### src/rtl/trace_pin_pkg.sv
`timescale 1ns/1ps
package trace_pin_pkg;

  typedef enum logic [1:0] {
    MODE_ASYNC = 2'd0,
    MODE_SYNC1 = 2'd1,
    MODE_SYNC2 = 2'd2,
    MODE_SYNC4 = 2'd3
  } trace_mode_e;

  typedef struct packed {
    logic        en;
    trace_mode_e mode;
  } trace_cfg_t;

  localparam int CFG_W   = $bits(trace_cfg_t);
  localparam int PIN_SWO = 0;
  localparam int PIN_TCK = 1;
  localparam int PIN_D0  = 2;

  // number of data lanes a synchronous mode drives
  function automatic int lanes_for(trace_mode_e m);
    case (m)
      MODE_SYNC1: return 1;
      MODE_SYNC2: return 2;
      MODE_SYNC4: return 4;
      default:    return 0;
    endcase
  endfunction

endpackage

### src/rtl/tpc_cfg_reg.sv
`timescale 1ns/1ps
module tpc_cfg_reg
  import trace_pin_pkg::*;
(
  input  logic             clk,
  input  logic             por_n,
  input  logic             sys_rst_n,
  input  logic             wr_en,
  input  logic [CFG_W-1:0] wr_data,
  output trace_cfg_t       cfg
);

  trace_cfg_t cfg_q;

  // power-on domain only; system reset deliberately not in the reset list
  always_ff @(posedge clk or negedge por_n) begin
    if (!por_n)     cfg_q <= '0;
    else if (wr_en) cfg_q <= trace_cfg_t'(wr_data);
  end

  assign cfg = cfg_q;

  AST_SYSRST_HOLDS: assert property (@(posedge clk) disable iff (!por_n)
    (!sys_rst_n && !wr_en) |=> $stable(cfg_q));
  AST_WRITE_UNDER_SYSRST: assert property (@(posedge clk) disable iff (!por_n)
    (!sys_rst_n && wr_en) |=> (cfg_q == trace_cfg_t'($past(wr_data))));

endmodule

### src/rtl/tpc_pin_decode.sv
`timescale 1ns/1ps
module tpc_pin_decode
  import trace_pin_pkg::*;
#(
  parameter int DATA_LANES = 4,
  localparam int PIN_W = 2 + DATA_LANES
)(
  input  trace_cfg_t       cfg,
  input  logic             jtag_sel,
  output logic [PIN_W-1:0] own,
  output logic             jtdo_own
);

  logic sync_on;
  int   lane_cnt;

  always_comb begin
    sync_on  = cfg.en && (cfg.mode != MODE_ASYNC);
    lane_cnt = cfg.en ? lanes_for(cfg.mode) : 0;
  end

  assign own[PIN_SWO] = cfg.en && (cfg.mode == MODE_ASYNC);
  assign own[PIN_TCK] = sync_on;

  for (genvar i = 0; i < DATA_LANES; i++) begin : g_lane
    assign own[PIN_D0+i] = sync_on && (i < lane_cnt);
  end

  // released single-wire pin falls to JTAG data-out when that port is in use
  assign jtdo_own = jtag_sel && !own[PIN_SWO];

endmodule

### src/rtl/tpc_clk_enable.sv
`timescale 1ns/1ps
module tpc_clk_enable #(
  parameter int DELAY_CYCLES = 2,
  localparam int CNT_W = $clog2(DELAY_CYCLES + 1)
)(
  input  logic clk,
  input  logic por_n,
  input  logic en,
  output logic ready,
  output logic gated_clk
);

  logic [CNT_W-1:0] cnt_q;
  logic             gate_q;

  always_ff @(posedge clk or negedge por_n) begin
    if (!por_n)                             cnt_q <= '0;
    else if (!en)                           cnt_q <= '0;
    else if (cnt_q != CNT_W'(DELAY_CYCLES)) cnt_q <= cnt_q + 1'b1;
  end

  assign ready = en && (cnt_q == CNT_W'(DELAY_CYCLES));

  // enable sampled on the falling edge: it only moves while clk is low
  always_ff @(negedge clk or negedge por_n) begin
    if (!por_n) gate_q <= 1'b0;
    else        gate_q <= ready;
  end

  assign gated_clk = clk & gate_q;

  AST_NO_READY_AT_ENABLE: assert property (@(posedge clk) disable iff (!por_n)
    $rose(en) |-> !ready);
  AST_READY_NEEDS_PRIOR_EN: assert property (@(posedge clk) disable iff (!por_n)
    $rose(ready) |-> $past(en));
  AST_DROP_ON_CLEAR: assert property (@(posedge clk) disable iff (!por_n)
    $fell(en) |-> !ready);

endmodule

### src/rtl/trace_pin_ctrl.sv
`timescale 1ns/1ps
module trace_pin_ctrl
  import trace_pin_pkg::*;
#(
  parameter int DATA_LANES   = 4,
  parameter int DELAY_CYCLES = 2,
  localparam int PIN_W = 2 + DATA_LANES
)(
  input  logic             clk,
  input  logic             por_n,
  input  logic             sys_rst_n,
  input  logic             jtag_sel,
  input  logic             wr_en,
  input  logic [CFG_W-1:0] wr_data,
  output logic [PIN_W-1:0] pin_trace,
  output logic             pin_jtdo,
  output logic             trace_clk
);

  trace_cfg_t cfg;
  logic       clk_ready;

  tpc_cfg_reg u_cfg (
    .clk       (clk),
    .por_n     (por_n),
    .sys_rst_n (sys_rst_n),
    .wr_en     (wr_en),
    .wr_data   (wr_data),
    .cfg       (cfg)
  );

  tpc_pin_decode #(.DATA_LANES(DATA_LANES)) u_dec (
    .cfg      (cfg),
    .jtag_sel (jtag_sel),
    .own      (pin_trace),
    .jtdo_own (pin_jtdo)
  );

  tpc_clk_enable #(.DELAY_CYCLES(DELAY_CYCLES)) u_clk (
    .clk       (clk),
    .por_n     (por_n),
    .en        (cfg.en),
    .ready     (clk_ready),
    .gated_clk (trace_clk)
  );

  AST_OFF_NO_PINS: assert property (@(posedge clk) disable iff (!por_n)
    !cfg.en |-> (pin_trace == '0));
  AST_SWO_SINGLE_OWNER: assert property (@(posedge clk) disable iff (!por_n)
    $onehot0({pin_trace[PIN_SWO], pin_jtdo}));
  AST_CLK_NEEDS_READY: assert property (@(posedge clk) disable iff (!por_n)
    $rose(clk_ready) |-> $past(cfg.en));

endmodule

### config.mk
export PLATFORM = sky130hd
export DESIGN_NAME = trace_pin_ctrl
export DESIGN_NICKNAME = d
export VERILOG_FILES = /design/src/rtl/trace_pin_pkg.sv /design/src/rtl/tpc_cfg_reg.sv /design/src/rtl/tpc_pin_decode.sv /design/src/rtl/tpc_clk_enable.sv /design/src/rtl/trace_pin_ctrl.sv
export SDC_FILE = /design/constraint.sdc
export NUM_CORES = 1
export LEC_CHECK = 0
export BUFFER_PORTS_ARGS = -buffer_cell sky130_fd_sc_hd__buf_2
export CAP_MARGIN = 10
export CORE_AREA = 5 5 42 44
export DETAILED_ROUTE_END_ITERATION = 16
export DIE_AREA = 0 0 47 49
export GPL_ROUTABILITY_DRIVEN = 0
export SLEW_MARGIN = 20
export SYNTH_ARGS = -nofsm -noshare
export SYNTH_HDL_FRONTEND = slang
export SYNTH_SLANG_ARGS = --single-unit
### constraint.sdc
create_clock -name clk -period 1.41 [get_ports clk]
set_input_delay 0.141 -clock clk [delete_from_list [all_inputs] [get_ports clk]]
set_output_delay 0.141 -clock clk [all_outputs]
set_load 0.01 [all_outputs]
Word level (Yosys, flattened, before mapping) --
Index checks and enable logic that the tools add are counted.
Cells by class: bitwise gates (word level) 1, reductions and logical operators 11, add/subtract/negate cells 1, muxes and demuxes 4, equal/unequal tests 6, $lt $le $gt $ge 4
Operators by type and width (number):
- < comparator 3 x 32 -> 1 bit, first input constant | 2
- < comparator 1 x 32 -> 1 bit, first input constant | 1
- < comparator 2 x 32 -> 1 bit, first input constant | 1
- one-hot mux 3 bit (3 select lines) | 1
- logical AND 1 bit | 8
- equality test 2 bit, second input constant | 3
- 2-to-1 mux 2 bit | 2
- 2-to-1 mux 3 bit | 1
- adder 2 x 1 -> 2 bit, second input constant | 1
- equality test 2 x 1 -> 1 bit, second input constant | 1
- zero test 2 bit | 1
- != test 2 x 1 -> 1 bit, second input constant | 1
- != test 2 bit, second input constant | 1
- nonzero test 2 bit | 1
- AND 1 bit | 1
- zero test 1 bit | 1
Storage, ports and cells: word-level logic and storage cells 31, flip-flop bits (word level) 6

Depth between registers and ports, before layout --
depth after elaboration 5, depth in mapped cells 4, gate-level depth less buffers 4

Hierarchy --
From an unflattened synthesis, not the netlist that was laid out.
Second synthesis, totals: cells, all modules 26, area, all modules 314.1 µm²
By module, submodules not included:
- tpc_clk_enable | cells an instance 12, sequential area each 75.1 µm², area an instance 141.4 µm², instances 1
- tpc_cfg_reg | cells an instance 6, sequential area each 75.1 µm², area an instance 108.9 µm², instances 1
- tpc_pin_decode | cells an instance 8, sequential area each 0.0 µm², area an instance 63.8 µm², instances 1

==> impl_results.md <==
- Iter 0 DRT Violations: 2
- Final hold vios: 0
- Design area: a little over 500 µm²
- Worst Hold Class: input port to flip-flop
- Worst hold start: wr_data[2]
- Setup violations, final: 3
- Area occupied by multi-input gates: 159 µm²
- Hold EP: u_cfg.cfg[2]
- Area Growth Syn to Fin: 60.7%
- Synth Area in Adders: 0.0397
- Static Leak: between 0.2 and 0.3 nW
- Setup TNS: -0.537 ns
- Simple-gate share of the synthesized area: 0.230
- Antenna fix cells: 0
- Initial antenna violation count: 0
- Register area: 150 µm²
- CTS tree: yes
- Ys Warns: 0
- Most frequent cells in the layout: buf_2 (14), clkbuf_4 (6), dfrtp_1 (5)
- Setup slack, reg-to-reg: -0.12 ns
- Final layout net count: between 60 and 70
- FF+latch count, synth: 6
- Die H: between 40 and 50 µm
- Slew Limit Fails: 0
- Multiplexer share of the synthesized area: 0.107
- Violated checks: negative setup slack
- Post-DP HPWL: roughly 480 µm
- Syn avg cell area: around 12 µm²
- Netlist Area Pre-Place: 315 µm²
- Die ar.: between 0.002 and 0.0025 mm²
- Tot Pwr: around 0.76 mW
- Placed instance area: approximately 420 µm²
- Routed WL: ~690 µm
- Commonest non-fill, non-tap cell in the layout: buf_2
- Final setup skew: around 0.023 ns
- Max IR drop VDD: ~0.85 mV
- Fill cell total of the finished layout: 147
- Post-synthesis compound-gate area fraction: 0.0833
- Vias in the first global route: between 300 and 400
- Ports: 16
- FF-to-FF Start: u_clk.cnt_q[0]
- Critical path buffers and inverters: 1
- RR Endpoint: u_clk.gate_q
- Worst setup EP type: primary output
- DR pass1 iterations: 3
- Worst Path Required: approximately 1.3 ns
- Power Density: 1490 mW/mm²
- Initial Util: 0.225
- Pin count of the biggest net entering global routing: 10
- Final worst setup slack: -0.414 ns
- Crit start category: flip-flop
- Die W: 47 µm
- Hold Crit Depth: 2
- Final ANT Viol Nets: 0
- Distinct cell type count after synthesis: 16
- Critical path class: flip-flop to primary output
- Delay-heaviest family, CP: flip-flops
- Area of the core: approximately 0.0014 mm²
- Synthesized instance count: 26
- Final hold slack: between 0.02 and 0.025 ns
- Combinational family with the most area after synthesis: simple AND/OR/NAND/NOR gates
- Core Rows: 14
- Worst-Margin Slew: around 0.24 ns
- Via count: 280
- First-pass GRT wire length: 1140 µm
- Worst slew margin: 0.842
- DR vias/cell: just over 4
- Clock transition at path regs: roughly 0.04 ns
- Post-synthesis xor/xnor area fraction: 0.0278
- CP Max Fanout: 1
- Maxcap violations: 0
- Residual DRC: 0
- Seq/Total Area, Yosys: 0.476
- Critical path cell sequence: and2_1 > buf_2
- Worst EP arrival: 1.68 ns
- Worst reg2reg path depth: 3
- Port Buffers: 14
- Skew-Pair Late Insertion Delay: roughly 0.36 ns
- Total GRT Usage: 0.0745
- Routed len/inst: between 10 and 15 µm
- Delay of the slowest critical-path stage: ~0.38 ns
- Worst path slowest cell: dfrtn_1
- Synthesized Nets: 35
- Outcome: finished, violations left
- Layout cells sized above 1: 0.577
- Grt total ovfl: 0
- Unrepaired setup endpoints after global routing: true
-- cells by family (layout without fill, tap and decap cells) --
kind of cell / Yosys count / count (layout)
AO/OA/AOI/OAI: 3 / 3
multiplexers: 3 / 3
buffers and inverters: 2 / 28
XOR/XNOR: 1 / 1
AND/OR/NAND/NOR: 10 / 10
flip-flops: 6 / 6
adder cells (fa/ha/maj): 1 / 1
-- metal layers --
metal  GRT usage  up-vias  share of wire  wire, µm
met4      0.0507        0              0         0
met2      0.0860       17           0.43       296
li1            -      140              -         -
met3      0.0775        0           0.11        75
met5           0        -              0         0
met1      0.0787      123           0.46       317
-- stage by stage --
stage,util,worst slack (ns),std cells
after floorplan,-,-0.144,26
after global placement,0.302,-0.142,58
after detailed placement,0.302,-0.148,58
after CTS,0.348,-0.428,66
after global routing,0.362,-0.476,68
final,0.362,-0.414,68
-- sequential cells by signal, indices dropped and copies added, names as in the netlist --
signal and flops:
u_clk.gate_q 1, u_cfg.cfg 3, u_clk.cnt_q 2
-- synth_stat cells --
| master | number | share of area |
|---|---|---|
| dfrtp_1 | 5 | 0.40 |
| and2_1 | 4 | 0.079 |
| and3_1 | 2 | 0.040 |
| mux2_1 | 2 | 0.071 |
| o21a_1 | 2 | 0.048 |
| a21boi_2 | 1 | 0.036 |
| buf_4 | 1 | 0.024 |
| dfrtn_1 | 1 | 0.079 |
| ha_1 | 1 | 0.040 |
| inv_1 | 1 | 0.012 |
| mux2_2 | 1 | 0.036 |
| nand2_1 | 1 | 0.012 |
| nor2b_1 | 1 | 0.020 |
| nor3b_4 | 1 | 0.060 |
| or2_1 | 1 | 0.020 |
| xnor2_1 | 1 | 0.028 |
-- repair_timing --
action                                  in CTS  in global routing
pin swaps                                    1                  0
endpoints found under the hold margin        5                  0
gates resized for setup                      2                  1
buffers inserted                             0                  2
endpoints found under the setup margin       4                  4
hold buffers                                 1                  0
-- final cells by class --
cell class              count  area share
multi-input cells          18       0.314
flip-flops and latches      6       0.296
repair buffers             19       0.237
clock buffers               8       0.106
well taps                  16      0.0395
inverters                   1     0.00741
-- how the worst max path moves through the flow --
| stage | start | end | slack, ns | cells past startpoint |
|---|---|---|---|---|
| after CTS | u_clk.gate_q | trace_clk | -0.43 | 2 |
| final | u_clk.gate_q | trace_clk | -0.41 | 2 |
| after global routing | u_clk.gate_q | trace_clk | -0.48 | 2 |
| after global placement | u_clk.cnt_q[0] | u_clk.gate_q | -0.14 | 3 |
| after detailed placement | u_clk.cnt_q[0] | u_clk.gate_q | -0.15 | 3 |
| after floorplan | u_clk.cnt_q[0] | u_clk.gate_q | -0.14 | 3 |
-- power breakdown --
part	total (mW)	switching [mW]	internal, mW	leakage (nW)
clock network	0.294	0.0878	0.206	0.0373
registers	0.240	0.0288	0.211	0.0746
logic	0.222	0.0851	0.137	0.151
No activity file was read; power rests on OpenSTA's default activity.
